File: src/rtl/tdm_node_pkg.sv
package tdm_node_pkg;

    localparam int unsigned DEF_SLOTS = 16;
    localparam int unsigned DEF_ADD   = 2;
    localparam int unsigned DEF_DROP  = 2;

    // Result of the insertion search for one slot.
    typedef struct packed {
        logic hit;
        logic value;
    } insert_t;

    // Width of a slot number for a given frame length.
    function automatic int unsigned slot_width(input int unsigned slots);
        return (slots > 1) ? $clog2(slots) : 1;
    endfunction

endpackage

File: src/rtl/tdm_slot_timer.sv
module tdm_slot_timer #(
    parameter int unsigned NUM_SLOTS = tdm_node_pkg::DEF_SLOTS,
    localparam int unsigned SLOT_W   = tdm_node_pkg::slot_width(NUM_SLOTS)
) (
    input  logic              clk,
    input  logic              rst,
    input  logic              frame_sync,
    output logic [SLOT_W-1:0] cur_slot
);
    localparam logic [SLOT_W-1:0] LAST = SLOT_W'(NUM_SLOTS - 1);

    logic [SLOT_W-1:0] next_cnt;

    // The sync pulse names the present bit as slot 0.
    assign cur_slot = frame_sync ? '0 : next_cnt;

    always_ff @(posedge clk) begin
        if (rst) begin
            next_cnt <= '0;
        end else if (cur_slot == LAST) begin
            next_cnt <= '0;
        end else begin
            next_cnt <= cur_slot + SLOT_W'(1);
        end
    end
endmodule

File: src/rtl/tdm_insert_mux.sv
module tdm_insert_mux
    import tdm_node_pkg::*;
#(
    parameter int unsigned NUM_SLOTS = DEF_SLOTS,
    parameter int unsigned NUM_ADD   = DEF_ADD,
    localparam int unsigned SLOT_W   = slot_width(NUM_SLOTS)
) (
    input  logic [SLOT_W-1:0]              cur_slot,
    input  logic [NUM_SLOTS-1:0]           add_mask,
    input  logic [NUM_ADD-1:0][SLOT_W-1:0] add_slot,
    input  logic [NUM_ADD-1:0]             add_data,
    input  logic                           link_in,
    output logic                           next_bit
);
    insert_t chain [NUM_ADD+1];

    // Ripple from the highest index down so the lowest index wins.
    assign chain[NUM_ADD] = '{hit: 1'b0, value: 1'b0};

    for (genvar i = NUM_ADD - 1; i >= 0; i--) begin : g_add
        logic match;
        assign match    = add_mask[cur_slot] && (add_slot[i] == cur_slot);
        assign chain[i] = match ? '{hit: 1'b1, value: add_data[i]} : chain[i+1];
    end

    assign next_bit = chain[0].hit ? chain[0].value : link_in;
endmodule

File: src/rtl/tdm_drop_port.sv
module tdm_drop_port
    import tdm_node_pkg::*;
#(
    parameter int unsigned NUM_SLOTS = DEF_SLOTS,
    localparam int unsigned SLOT_W   = slot_width(NUM_SLOTS)
) (
    input  logic                 clk,
    input  logic                 rst,
    input  logic [SLOT_W-1:0]    cur_slot,
    input  logic [NUM_SLOTS-1:0] drop_mask,
    input  logic [SLOT_W-1:0]    my_slot,
    input  logic                 link_in,
    output logic                 held
);
    logic take;
    assign take = drop_mask[cur_slot] && (my_slot == cur_slot);

    always_ff @(posedge clk) begin
        if (rst) begin
            held <= 1'b0;
        end else if (take) begin
            held <= link_in;
        end
    end
endmodule

File: src/rtl/tdm_add_drop_node.sv
module tdm_add_drop_node
    import tdm_node_pkg::*;
#(
    parameter int unsigned NUM_SLOTS = DEF_SLOTS,
    parameter int unsigned NUM_ADD   = DEF_ADD,
    parameter int unsigned NUM_DROP  = DEF_DROP,
    localparam int unsigned SLOT_W   = slot_width(NUM_SLOTS)
) (
    input  logic                            clk,
    input  logic                            rst,
    input  logic                            frame_sync,
    input  logic                            link_in,
    input  logic [NUM_SLOTS-1:0]            add_mask,
    input  logic [NUM_ADD-1:0][SLOT_W-1:0]  add_slot,
    input  logic [NUM_ADD-1:0]              add_data,
    input  logic [NUM_SLOTS-1:0]            drop_mask,
    input  logic [NUM_DROP-1:0][SLOT_W-1:0] drop_slot,
    output logic                            link_out,
    output logic [NUM_DROP-1:0]             drop_data
);
    logic [SLOT_W-1:0] cur_slot;
    logic              next_bit;

    tdm_slot_timer #(.NUM_SLOTS(NUM_SLOTS)) u_timer (
        .clk       (clk),
        .rst       (rst),
        .frame_sync(frame_sync),
        .cur_slot  (cur_slot)
    );

    tdm_insert_mux #(.NUM_SLOTS(NUM_SLOTS), .NUM_ADD(NUM_ADD)) u_ins (
        .cur_slot(cur_slot),
        .add_mask(add_mask),
        .add_slot(add_slot),
        .add_data(add_data),
        .link_in (link_in),
        .next_bit(next_bit)
    );

    for (genvar j = 0; j < NUM_DROP; j++) begin : g_drop
        tdm_drop_port #(.NUM_SLOTS(NUM_SLOTS)) u_port (
            .clk      (clk),
            .rst      (rst),
            .cur_slot (cur_slot),
            .drop_mask(drop_mask),
            .my_slot  (drop_slot[j]),
            .link_in  (link_in),
            .held     (drop_data[j])
        );
    end

    // One register stage on the link itself.
    always_ff @(posedge clk) begin
        if (rst) begin
            link_out <= 1'b0;
        end else begin
            link_out <= next_bit;
        end
    end
endmodule

File: config.mk
export PLATFORM = sky130hd
export DESIGN_NAME = tdm_add_drop_node
export DESIGN_NICKNAME = d
export VERILOG_FILES = /design/src/rtl/tdm_node_pkg.sv /design/src/rtl/tdm_slot_timer.sv /design/src/rtl/tdm_insert_mux.sv /design/src/rtl/tdm_drop_port.sv /design/src/rtl/tdm_add_drop_node.sv
export SDC_FILE = /design/constraint.sdc
export NUM_CORES = 1
export LEC_CHECK = 0
export ABC_AREA = 1
export BUFFER_PORTS_ARGS = -buffer_cell sky130_fd_sc_hd__buf_2
export CORE_MARGIN = 4
export CORE_UTILIZATION = 25
export DETAILED_ROUTE_END_ITERATION = 10
export PLACE_DENSITY = 0.61
export RECOVER_POWER = 25
export SETUP_SLACK_MARGIN = 0.3
export SLEW_MARGIN = 10
export SYNTH_ARGS = -nofsm -noshare
export SYNTH_HDL_FRONTEND = slang
export SYNTH_SLANG_ARGS = --single-unit
File: constraint.sdc
create_clock -name clk -period 1.7 [get_ports clk]
set_clock_uncertainty 0.2 [all_clocks]
set_input_delay 0.085 -clock clk [delete_from_list [all_inputs] [get_ports clk]]
set_output_delay 0.085 -clock clk [all_outputs]
set_load 0.05 [all_outputs]
## Yosys cells after proc, flatten, opt, wreduce, memory -nomap -nowiden

Index checks and enable logic that the tools add are counted.
Widths: inputs -> output; s select.

| storage, ports and cells | value |
|---|---|
| input port bits | 54 |
| logic and storage cells | 24 |
| bits in registers | 7 |
| output and inout bits | 3 |

| cells by class | value |
|---|---|
| reductions and logical operators | 5 |
| mux-type cells | 8 |
| order comparisons | 1 |
| equal/unequal tests | 5 |
| $add $sub $neg | 1 |

Operators with widths:

| kind | number |
|---|---|
| $eq 4x4->1 | 4 |
| $bmux 1 s4 | 2 |
| $lt 4x5->1 const B | 1 |
| $add 4x1->4 const B | 1 |
| $eq 4x4->1 const B | 1 |
| $logic_and 1x1->1 | 4 |
| $mux 2 | 2 |
| $mux 4 | 1 |
| $mux 1 | 3 |
| $reduce_or 2->1 | 1 |

## Depth between registers and ports, before layout

Gate-level depths: netlist of the first run.

| logic depth | value |
|---|---|
| depth after elaboration | 7 |
| gate-level depth with buffers | 12 |

## Cells and area by module

From an unflattened synthesis of the first run, not the netlist that was laid out.

| second synthesis, totals | value |
|---|---|
| cell total of the unflattened synthesis | 227 |
| area, all modules | 1223.7 µm² |

By module, submodules not included:

| module | times used | cells an instance | area each (µm²) |
|---|---|---|---|
| tdm_drop_port | 2 | 62 | 315.3 |
| tdm_insert_mux | 1 | 70 | 357.8 |
| tdm_slot_timer | 1 | 30 | 205.2 |
| tdm_add_drop_node | 1 | 3 | 30.0 |

## Worst setup path before layout of the first run

Ideal clock, no wire load.

| timing | value |
|---|---|
| path kind | reg2reg |
| start point | register u_timer.next_cnt[0] |
| end point | register g_drop[0].u_port.held |
| data required time | 1.430 ns |
| cell stages (with the launch flop) | 7 |
| clock period less this slack | 1.569 ns |
| path slack | 0.131 ns |
| arrival | 1.299 ns |
| path through | dfxtp_1 -> nand2_4 -> buf_6 -> xnor2_1 -> nor4_2 -> nand3_1 -> a21oi_1 |

| between the ends | value |
|---|---|
| longest elaborated chain between the ends | 4 |

RTL lines:

| what | RTL line | text |
|---|---|---|
| start: declaration | tdm_slot_timer.sv:12 | `logic [SLOT_W-1:0] next_cnt;` |
| start signal: assignment | tdm_slot_timer.sv:23 | `next_cnt <= cur_slot + SLOT_W'(1);` |
| $mux 4 (*) | tdm_slot_timer.sv:15 | `assign cur_slot = frame_sync ? '0 : next_cnt;` |
| $bmux 1 s4 | tdm_drop_port.sv:16 | `assign take = drop_mask[cur_slot] && (my_slot == cur_slot);` |
| $mux 1 (implied by the code) | tdm_drop_port.sv:16 |  |
| $logic_and 1x1->1 (*) | tdm_drop_port.sv:16 |  |
| end signal: assignment | tdm_drop_port.sv:22 | `held <= link_in;` |
| end: declaration | tdm_drop_port.sv:13 | `output logic held` |

Every way passes the cells marked *; elsewhere a longest branch is shown, timed or not. The select of a mux whose other input is x is not followed.
A chain may end at the register's enable or synchronous reset.

## Worst setup path in the final report of the first run

| timing | value |
|---|---|
| start point | register u_timer.next_cnt[0] |
| end point | register link_out |

| between the ends | value |
|---|---|
| longest elaborated chain between the ends | 7 |

RTL lines:

| what | RTL line | text |
|---|---|---|
| $mux 4 (*) | tdm_slot_timer.sv:15 |  |
| $bmux 1 s4 | tdm_insert_mux.sv:22 | `assign match = add_mask[cur_slot] && (add_slot[i] == cur_slot);` |
| $mux 1 (implied by the code) | tdm_insert_mux.sv:22 |  |
| $logic_and 1x1->1 | tdm_insert_mux.sv:22 |  |
| $mux 2 | tdm_insert_mux.sv:23 | `assign chain[i] = match ? '{hit: 1'b1, value: add_data[i]} : chain[i+1];` |
| $mux 2 (*) | tdm_insert_mux.sv:23 |  |
| $mux 1 (*) | tdm_insert_mux.sv:26 | `assign next_bit = chain[0].hit ? chain[0].value : link_in;` |
| end signal: assignment | tdm_add_drop_node.sv:57 | `link_out <= next_bit;` |
| end: declaration | tdm_add_drop_node.sv:18 | `output logic link_out,` |

Marks and branches as above.

==> results of run 1 <==
==> final cells by class <==
| type | count | area, um2 |
|---|---|---|
| fill | 374 | 2010 |
| tap | 46 | 57.6 |
| sequential | 7 | 144 |
| inverter | 19 | 76.3 |
| clock buffer | 4 | 26.3 |
| multi-input combinational | 114 | 708 |
| timing repair buffer | 66 | 365 |
==> routing by layer <==
layer,vias to the layer above,track usage
met2,34,0.231
met4,0,0.0304
met3,2,0.0383
li1,596,-
met5,-,0
met1,487,0.153
==> cells in the final DEF, fill, tap and decap left out, types with 4 or more instances in the layout <==
cell type  count
nand2_1       28
buf_2         55
nand3_2        5
inv_1         14
a21oi_1        9
dfxtp_1        6
nor2_4         4
nor2_1         9
nand2_2        4
buf_4          6
nand3_1       21
o21ai_1        4
xnor2_1       10
==> per-stage QoR <==
stage               total power (uW)  std cells  setup slack [ps]
global placement                 380        243              69.2
CTS                              555        256               101
finish                           552        256               111
detailed placement               379        243              29.0
global route                     600        256             -62.5
floorplan                        296        146               255
==> worst max-delay path, delay by kind of cell (launching register included) <==
family	cells	cell delay, ps
buf+inv	2	170
simple gates	6	580
compound gates	2	160
flops	1	380
==> cells in the mapped netlist, types with 3 or more instances <==
cell,instances,area share
xor2_1,3,0.030
nand3_1,28,0.16
dfxtp_1,7,0.16
nor2_1,12,0.051
xnor2_1,10,0.099
o21ai_1,4,0.023
buf_6,4,0.051
inv_1,16,0.068
nand2_1,31,0.13
a21oi_1,10,0.056
==> logic make-up (layout without fill, tap and decap cells) <==
logic type,after synthesis,in the layout,share of synthesized area
AND/OR/NAND/NOR,85,85,0.468
flip-flops,7,7,0.158
XOR/XNOR,13,13,0.128
buffers and inverters,25,89,0.151
AO/OA/AOI/OAI,16,16,0.0958
==> sequential cells by signal, summed over array words and instances (netlist names) <==
name	flops
u_timer.next_cnt	4
g_drop.u_port.held	2
link_out	1
==> power breakdown <==
part,switching [uW],leakage [uW],internal [uW]
clock network,61.8,0.0000150,89.6
registers,5.36,0.0000577,170
logic,117,0.000609,109
total,184,0.000681,368
==> worst paths after layout <==
path	startpoint	endpoint	slack (ps)	depth (start not counted)
worst min-delay path	add_data[1]	link_out$_SDFF_PP0_	40	5
worst max register to register	u_timer.next_cnt[0]$_SDFF_PP0_	link_out$_SDFF_PP0_	110	10
worst min register to register	g_drop[0].u_port.held$_SDFFE_PP0P_	g_drop[0].u_port.held$_SDFFE_PP0P_	280	2
worst max-delay path	u_timer.next_cnt[0]$_SDFF_PP0_	link_out$_SDFF_PP0_	110	10
==> repair_timing <==
| item | 4_1_cts | 5_1_grt |
|---|---|---|
| gates cloned | 0 | 0 |
| buffers inserted | 6 | 0 |
| resized for setup | 8 | 12 |
| hold buffers | 3 | 0 |
| pin swaps | 11 | 8 |
| endpoints found under the setup margin | 5 | 6 |
| endpoints found under the hold margin | 5 | 0 |
==> results.py, run 1 <==
metrics = {
    "route": {
        "met3WireLength_um": 254,
        "m1WireLength_mm": 1.22,
        "vias": 1119,
        "drtIter0Drc": 26,
        "dr.pass1.iters": 4,
        "routed_wirelength_mm": 2.85,
        "top_layer": "met4",
        "drc": 0,
        "routed_via_density": 4.37,
        "wl_met2_mm": 1.36,
        "wire_per_inst_um": 11.1,
        "final_antenna_net_count": 0,
    },
    "grt": {
        "grt_max_degree": 17,
        "antenna_found_initial": 0,
        "grt_pass1_wl_mm": 4.60,
        "grt_pass1_vias": 1103,
        "gr-usage-all-layers": 0.130,
        "grt-ovfl-total": 0,
    },
    "clocking": {
        "cts_buffers": 3,
        "cts_htree_levels": 1,
        "clock_latency_ps": 250,
        "cts_tree": "yes",
        "path_clk_slew_ps": 50,
        "clockBufferDepth": 2,
        "cts.sinks": 7,
        "cts-root-buf": "clkbuf_4",
    },
    "critical_path": {
        "path_cells": "inv_4 -> buf_4 -> nor2_4 -> a21oi_1 -> nand3_2 -> nand3_4 -> nand3_2 -> nand2_1 -> nand3_1 -> a21oi_2",
        "crit_type": "register to register",
        "worst_path_most_repeated_cell": "nand3_2",
        "cp-start-kind": "register",
        "crit_fanout": 6,
        "slowest_delay_ps": 380,
        "crit_slowest_cell": "dfxtp_4",
        "crit_required_ps": 1640,
        "critPathCaptureType": "register",
        "crit_arrival_ps": 1530,
    },
    "floorplan": {
        "top_level_ports": 57,
        "rows": 21,
        "dieArea_um2": 4570,
        "coreArea_um2": 3390,
        "start_util": 0.262,
        "die_height_um": 67.6,
        "fp.dieW_um": 67.6,
    },
    "timing": {
        "hold_viol_final": 0,
        "worst_slew_pin_slew_ps": 594,
        "maxSlewViolCount": 0,
        "finalCriticalPeriod_ps": 1590,
        "setup_viol": 0,
        "slew_headroom": 0.606,
        "setup_tns_ps": 0,
        "finalCritPeriodShare": 0.935,
        "whs_ps": 37.4,
        "max_freq_mhz": 629,
        "rsz0062_at_grt": "yes",
    },
    "synth": {
        "synth_area_um2": 888,
        "yosysSeqAreaShare": 0.158,
        "ys_types": 24,
        "synth_edf_count": 0,
        "synth_area_per_cell_um2": 6.08,
        "async_reset_ff_frac": 0,
        "synthCells": 146,
        "synth.net_count": 200,
        "yosysWarnings": 0,
        "ys_ff_latch": 7,
        "synth_flop_cell": "dfxtp_1",
    },
    "cells_and_area": {
        "nNetsFinal": 265,
        "antenna_cells": 0,
        "fin_area_um2": 1380,
        "utilization": 0.406,
        "drive_gt1_frac": 0.452,
        "syn_to_final_growth_pct": 55.1,
    },
    "place": {
        "routabilityCongestion": 0.708,
        "dp_hpwl_mm": 2.30,
        "dpl_cell_area_um2": 1200,
        "port_buffers": 56,
    },
    "status": {
        "status": "complete, no violations",
    },
    "pwr": {
        "pwr_density_cell_nw_per_um2": 401,
        "power_leakage_uw": 0.000681,
        "vdd.ir_drop.worst_mv": 0.133,
    },
    "worst_hold_path": {
        "worstHoldPathType": "primary input to register",
    },
    "job": {
        "drv_cap": 0,
    },
}
(Power assumes the default switching activity.)
==> run 2, diff against run 1 <==
--- a/config.mk
+++ b/config.mk
@@ -10,10 +10,11 @@
 export CORE_MARGIN = 4
 export CORE_UTILIZATION = 25
 export DETAILED_ROUTE_END_ITERATION = 10
-export PLACE_DENSITY = 0.61
+export PLACE_DENSITY = 0.57
 export RECOVER_POWER = 25
 export SETUP_SLACK_MARGIN = 0.3
 export SLEW_MARGIN = 10
 export SYNTH_ARGS = -nofsm -noshare
 export SYNTH_HDL_FRONTEND = slang
+export SYNTH_HIERARCHICAL = 1
 export SYNTH_SLANG_ARGS = --single-unit
==> results.py, run 2 <==
metrics = {
    "synth": {
        "synth_top_cells_by_area": "nand2_1 21%, nand3_1 16%, inv_1 13%",
        "synth_top_area_share": 0.209,
        "synth_area_um2": 1220,
        "synth_flop_cell": "dfxtp_1",
        "synth_area_per_cell_um2": 5.39,
        "synth.net_count": 282,
        "synth_top_cell_by_area": "nand2_1",
        "synth_xor_area_frac": 0.121,
        "synth.area.mux_share": 0,
        "synthCells": 227,
        "yosysSeqAreaShare": 0.115,
        "yosys.area_share.simple": 0.502,
        "ys_types": 23,
        "yosys.cell_count.top_type": "nand2_1",
        "yosysWarnings": 6,
        "synth_top_family_by_area": "simple AND/OR/NAND/NOR gates",
        "async_reset_ff_frac": 0,
        "synth_edf_count": 0,
        "synth_compound_area_frac": 0.0194,
        "ys_ff_latch": 7,
        "yosys-top-cells-count": "68 x nand2_1, 44 x inv_1, 39 x nand3_1",
        "synth-adder-area-share": 0.0102,
    },
    "route": {
        "final_antenna_net_count": 0,
        "routed_wirelength_mm": 3.92,
        "dr.pass1.iters": 4,
        "drc": 0,
        "drtIter0Drc": 63,
        "vias": 1547,
        "wire_per_inst_um": 10.7,
        "routed_via_density": 4.23,
    },
    "critical_path": {
        "crit_type": "register to register",
        "crit_slowest_cell": "dfxtp_2",
        "cp_top_family": "simple AND/OR/NAND/NOR gates",
        "crit_arrival_ps": 1670,
        "worst_path_most_repeated_cell": "nand3_1",
        "critPathCaptureType": "register",
        "cp-start-kind": "register",
        "crit_buf_inv": 4,
        "rrSetupSlack_ps": -50,
        "crit_required_ps": 1620,
        "crit_fanout": 6,
        "slowest_delay_ps": 330,
        "path_cells": "inv_2 -> nor2_4 -> buf_12 -> buf_8 -> xnor2_2 -> nand2_1 -> nor3_4 -> nor2_1 -> nand3_1 -> nand3_1 -> inv_1 -> nor2_2",
    },
    "floorplan": {
        "start_util": 0.259,
        "die_height_um": 78.0,
        "coreArea_um2": 4720,
        "dieArea_um2": 6080,
        "fp.dieW_um": 78.0,
        "top_level_ports": 57,
        "rows": 25,
    },
    "clocking": {
        "cts_tree": "yes",
        "path_clk_slew_ps": 40,
        "cts_buffers": 3,
        "cts-root-buf": "clkbuf_8",
        "cts.sinks": 7,
        "clock_latency_ps": 230,
        "cts_htree_levels": 1,
        "clockBufferDepth": 2,
    },
    "grt": {
        "grt_pass1_vias": 1371,
        "grt_pass1_wl_mm": 6.07,
        "grt_max_degree": 22,
        "grt-ovfl-total": 0,
        "gr-usage-all-layers": 0.119,
        "antenna_found_initial": 0,
    },
    "place": {
        "port_buffers": 56,
        "dp_hpwl_mm": 2.97,
        "dpl_cell_area_um2": 1640,
        "routabilityCongestion": 0.859,
    },
    "timing": {
        "finalCriticalPeriod_ps": 1750,
        "slew_headroom": 0.608,
        "setup_viol": 2,
        "whs_ps": 11.7,
        "setup_ws_ps": -46.5,
        "finalCritPeriodShare": 1.03,
        "max_freq_mhz": 573,
        "worst_slew_pin_slew_ps": 590,
        "rsz0062_at_grt": "yes",
        "hold_viol_final": 0,
        "maxSlewViolCount": 0,
    },
    "cells_and_area": {
        "syn_to_final_growth_pct": 56.9,
        "reg.largest.list": "u_timer/next_cnt (4), g_drop.u_port/held (2), link_out (1)",
        "antenna_cells": 0,
        "final_common_cell": "nand2_1",
        "largest_reg_flops": 4,
        "layout_common_cells": "65 x nand2_1, 55 x buf_2, 42 x inv_1",
        "nNetsFinal": 355,
        "fin_area_um2": 1920,
        "drive_gt1_frac": 0.418,
        "regMostFlops": "u_timer/next_cnt",
    },
    "pwr": {
        "vdd.ir_drop.worst_mv": 0.251,
        "power_leakage_uw": 0.00104,
        "pwr_density_cell_nw_per_um2": 395,
        "finalPower_uw": 759,
    },
    "status": {
        "status": "finished with violations",
        "failed_checks": "setup timing",
    },
    "job": {
        "drv_cap": 0,
    },
    "worst_hold_path": {
        "worstHoldPathType": "primary input to register",
    },
}
## run 2: metal layers
layer,global-route usage,part of all wire,wire (um)
met1,0.160,0.45,1750
met2,0.193,0.49,1900
met3,0.0336,0.065,254
met4,0.0140,0.0018,7
met5,0,0,0
## run 2: report_power, final
part / switching (uW) / internal, uW
clock: 73.4 / 162
sequential: 3.06 / 172
combinational: 183 / 166
## run 2: worst paths after layout
path	from	to	cells after the start
worst max-delay path	u_timer/next_cnt[0]$_SDFF_PP0_	link_out$_SDFF_PP0_	12
worst min-delay path	link_in	link_out$_SDFF_PP0_	5
worst min register to register	g_drop[0].u_port/held$_SDFFE_PP0P_	g_drop[0].u_port/held$_SDFFE_PP0P_	2
worst max register to register	u_timer/next_cnt[0]$_SDFF_PP0_	link_out$_SDFF_PP0_	12
## run 2: worst register-to-register path: cells and delay by family (launching register included)
| kind | cells | cell delay (ps) |
|---|---|---|
| XOR/XNOR | 1 | 110 |
| buffers and inverters | 4 | 370 |
| flip-flops | 1 | 330 |
| AND/OR/NAND/NOR | 7 | 630 |
## run 2: final cells by class
cell class | instances | area, um2
Fill cell | 514 | 2800
Multi-Input combinational cell | 156 | 893
Timing Repair Buffer | 72 | 510
Inverter | 60 | 245
Sequential cell | 7 | 141
Tap cell | 67 | 83.8
Clock buffer | 4 | 45.0
## run 2: logic make-up (layout without fill, tap and decap cells)
family | count (synthesis) | in the layout
compound gates | 4 | 4
xor+xnor | 16 | 16
fa+ha+maj | 1 | 1
buf+inv | 64 | 136
flops | 7 | 7
simple gates | 135 | 135
## run 2: what timing repair did
item | in CTS | in global routing
resized for setup | 4 | 27
buffers inserted | 0 | 4
pin swaps | 0 | 12
gates cloned | 0 | 3
hold buffers | 1 | 0
setup endpoints to repair | 7 | 7
endpoints found under the hold margin | 4 | 0
## run 2: per-stage QoR
stage / worst slack, ps / setup TNS [ps] / utilization / std cells
4_1_cts: 0.157 / 0 / 0.361 / 359
2_1_floorplan: -12.3 / -12.3 / - / 227
5_1_grt: -132 / -297 / 0.406 / 366
6_report: -46.5 / -48.7 / 0.406 / 366
3_5_place_dp: -69.7 / -90.0 / 0.346 / 354
3_3_place_gp: -7.57 / -7.57 / 0.346 / 354
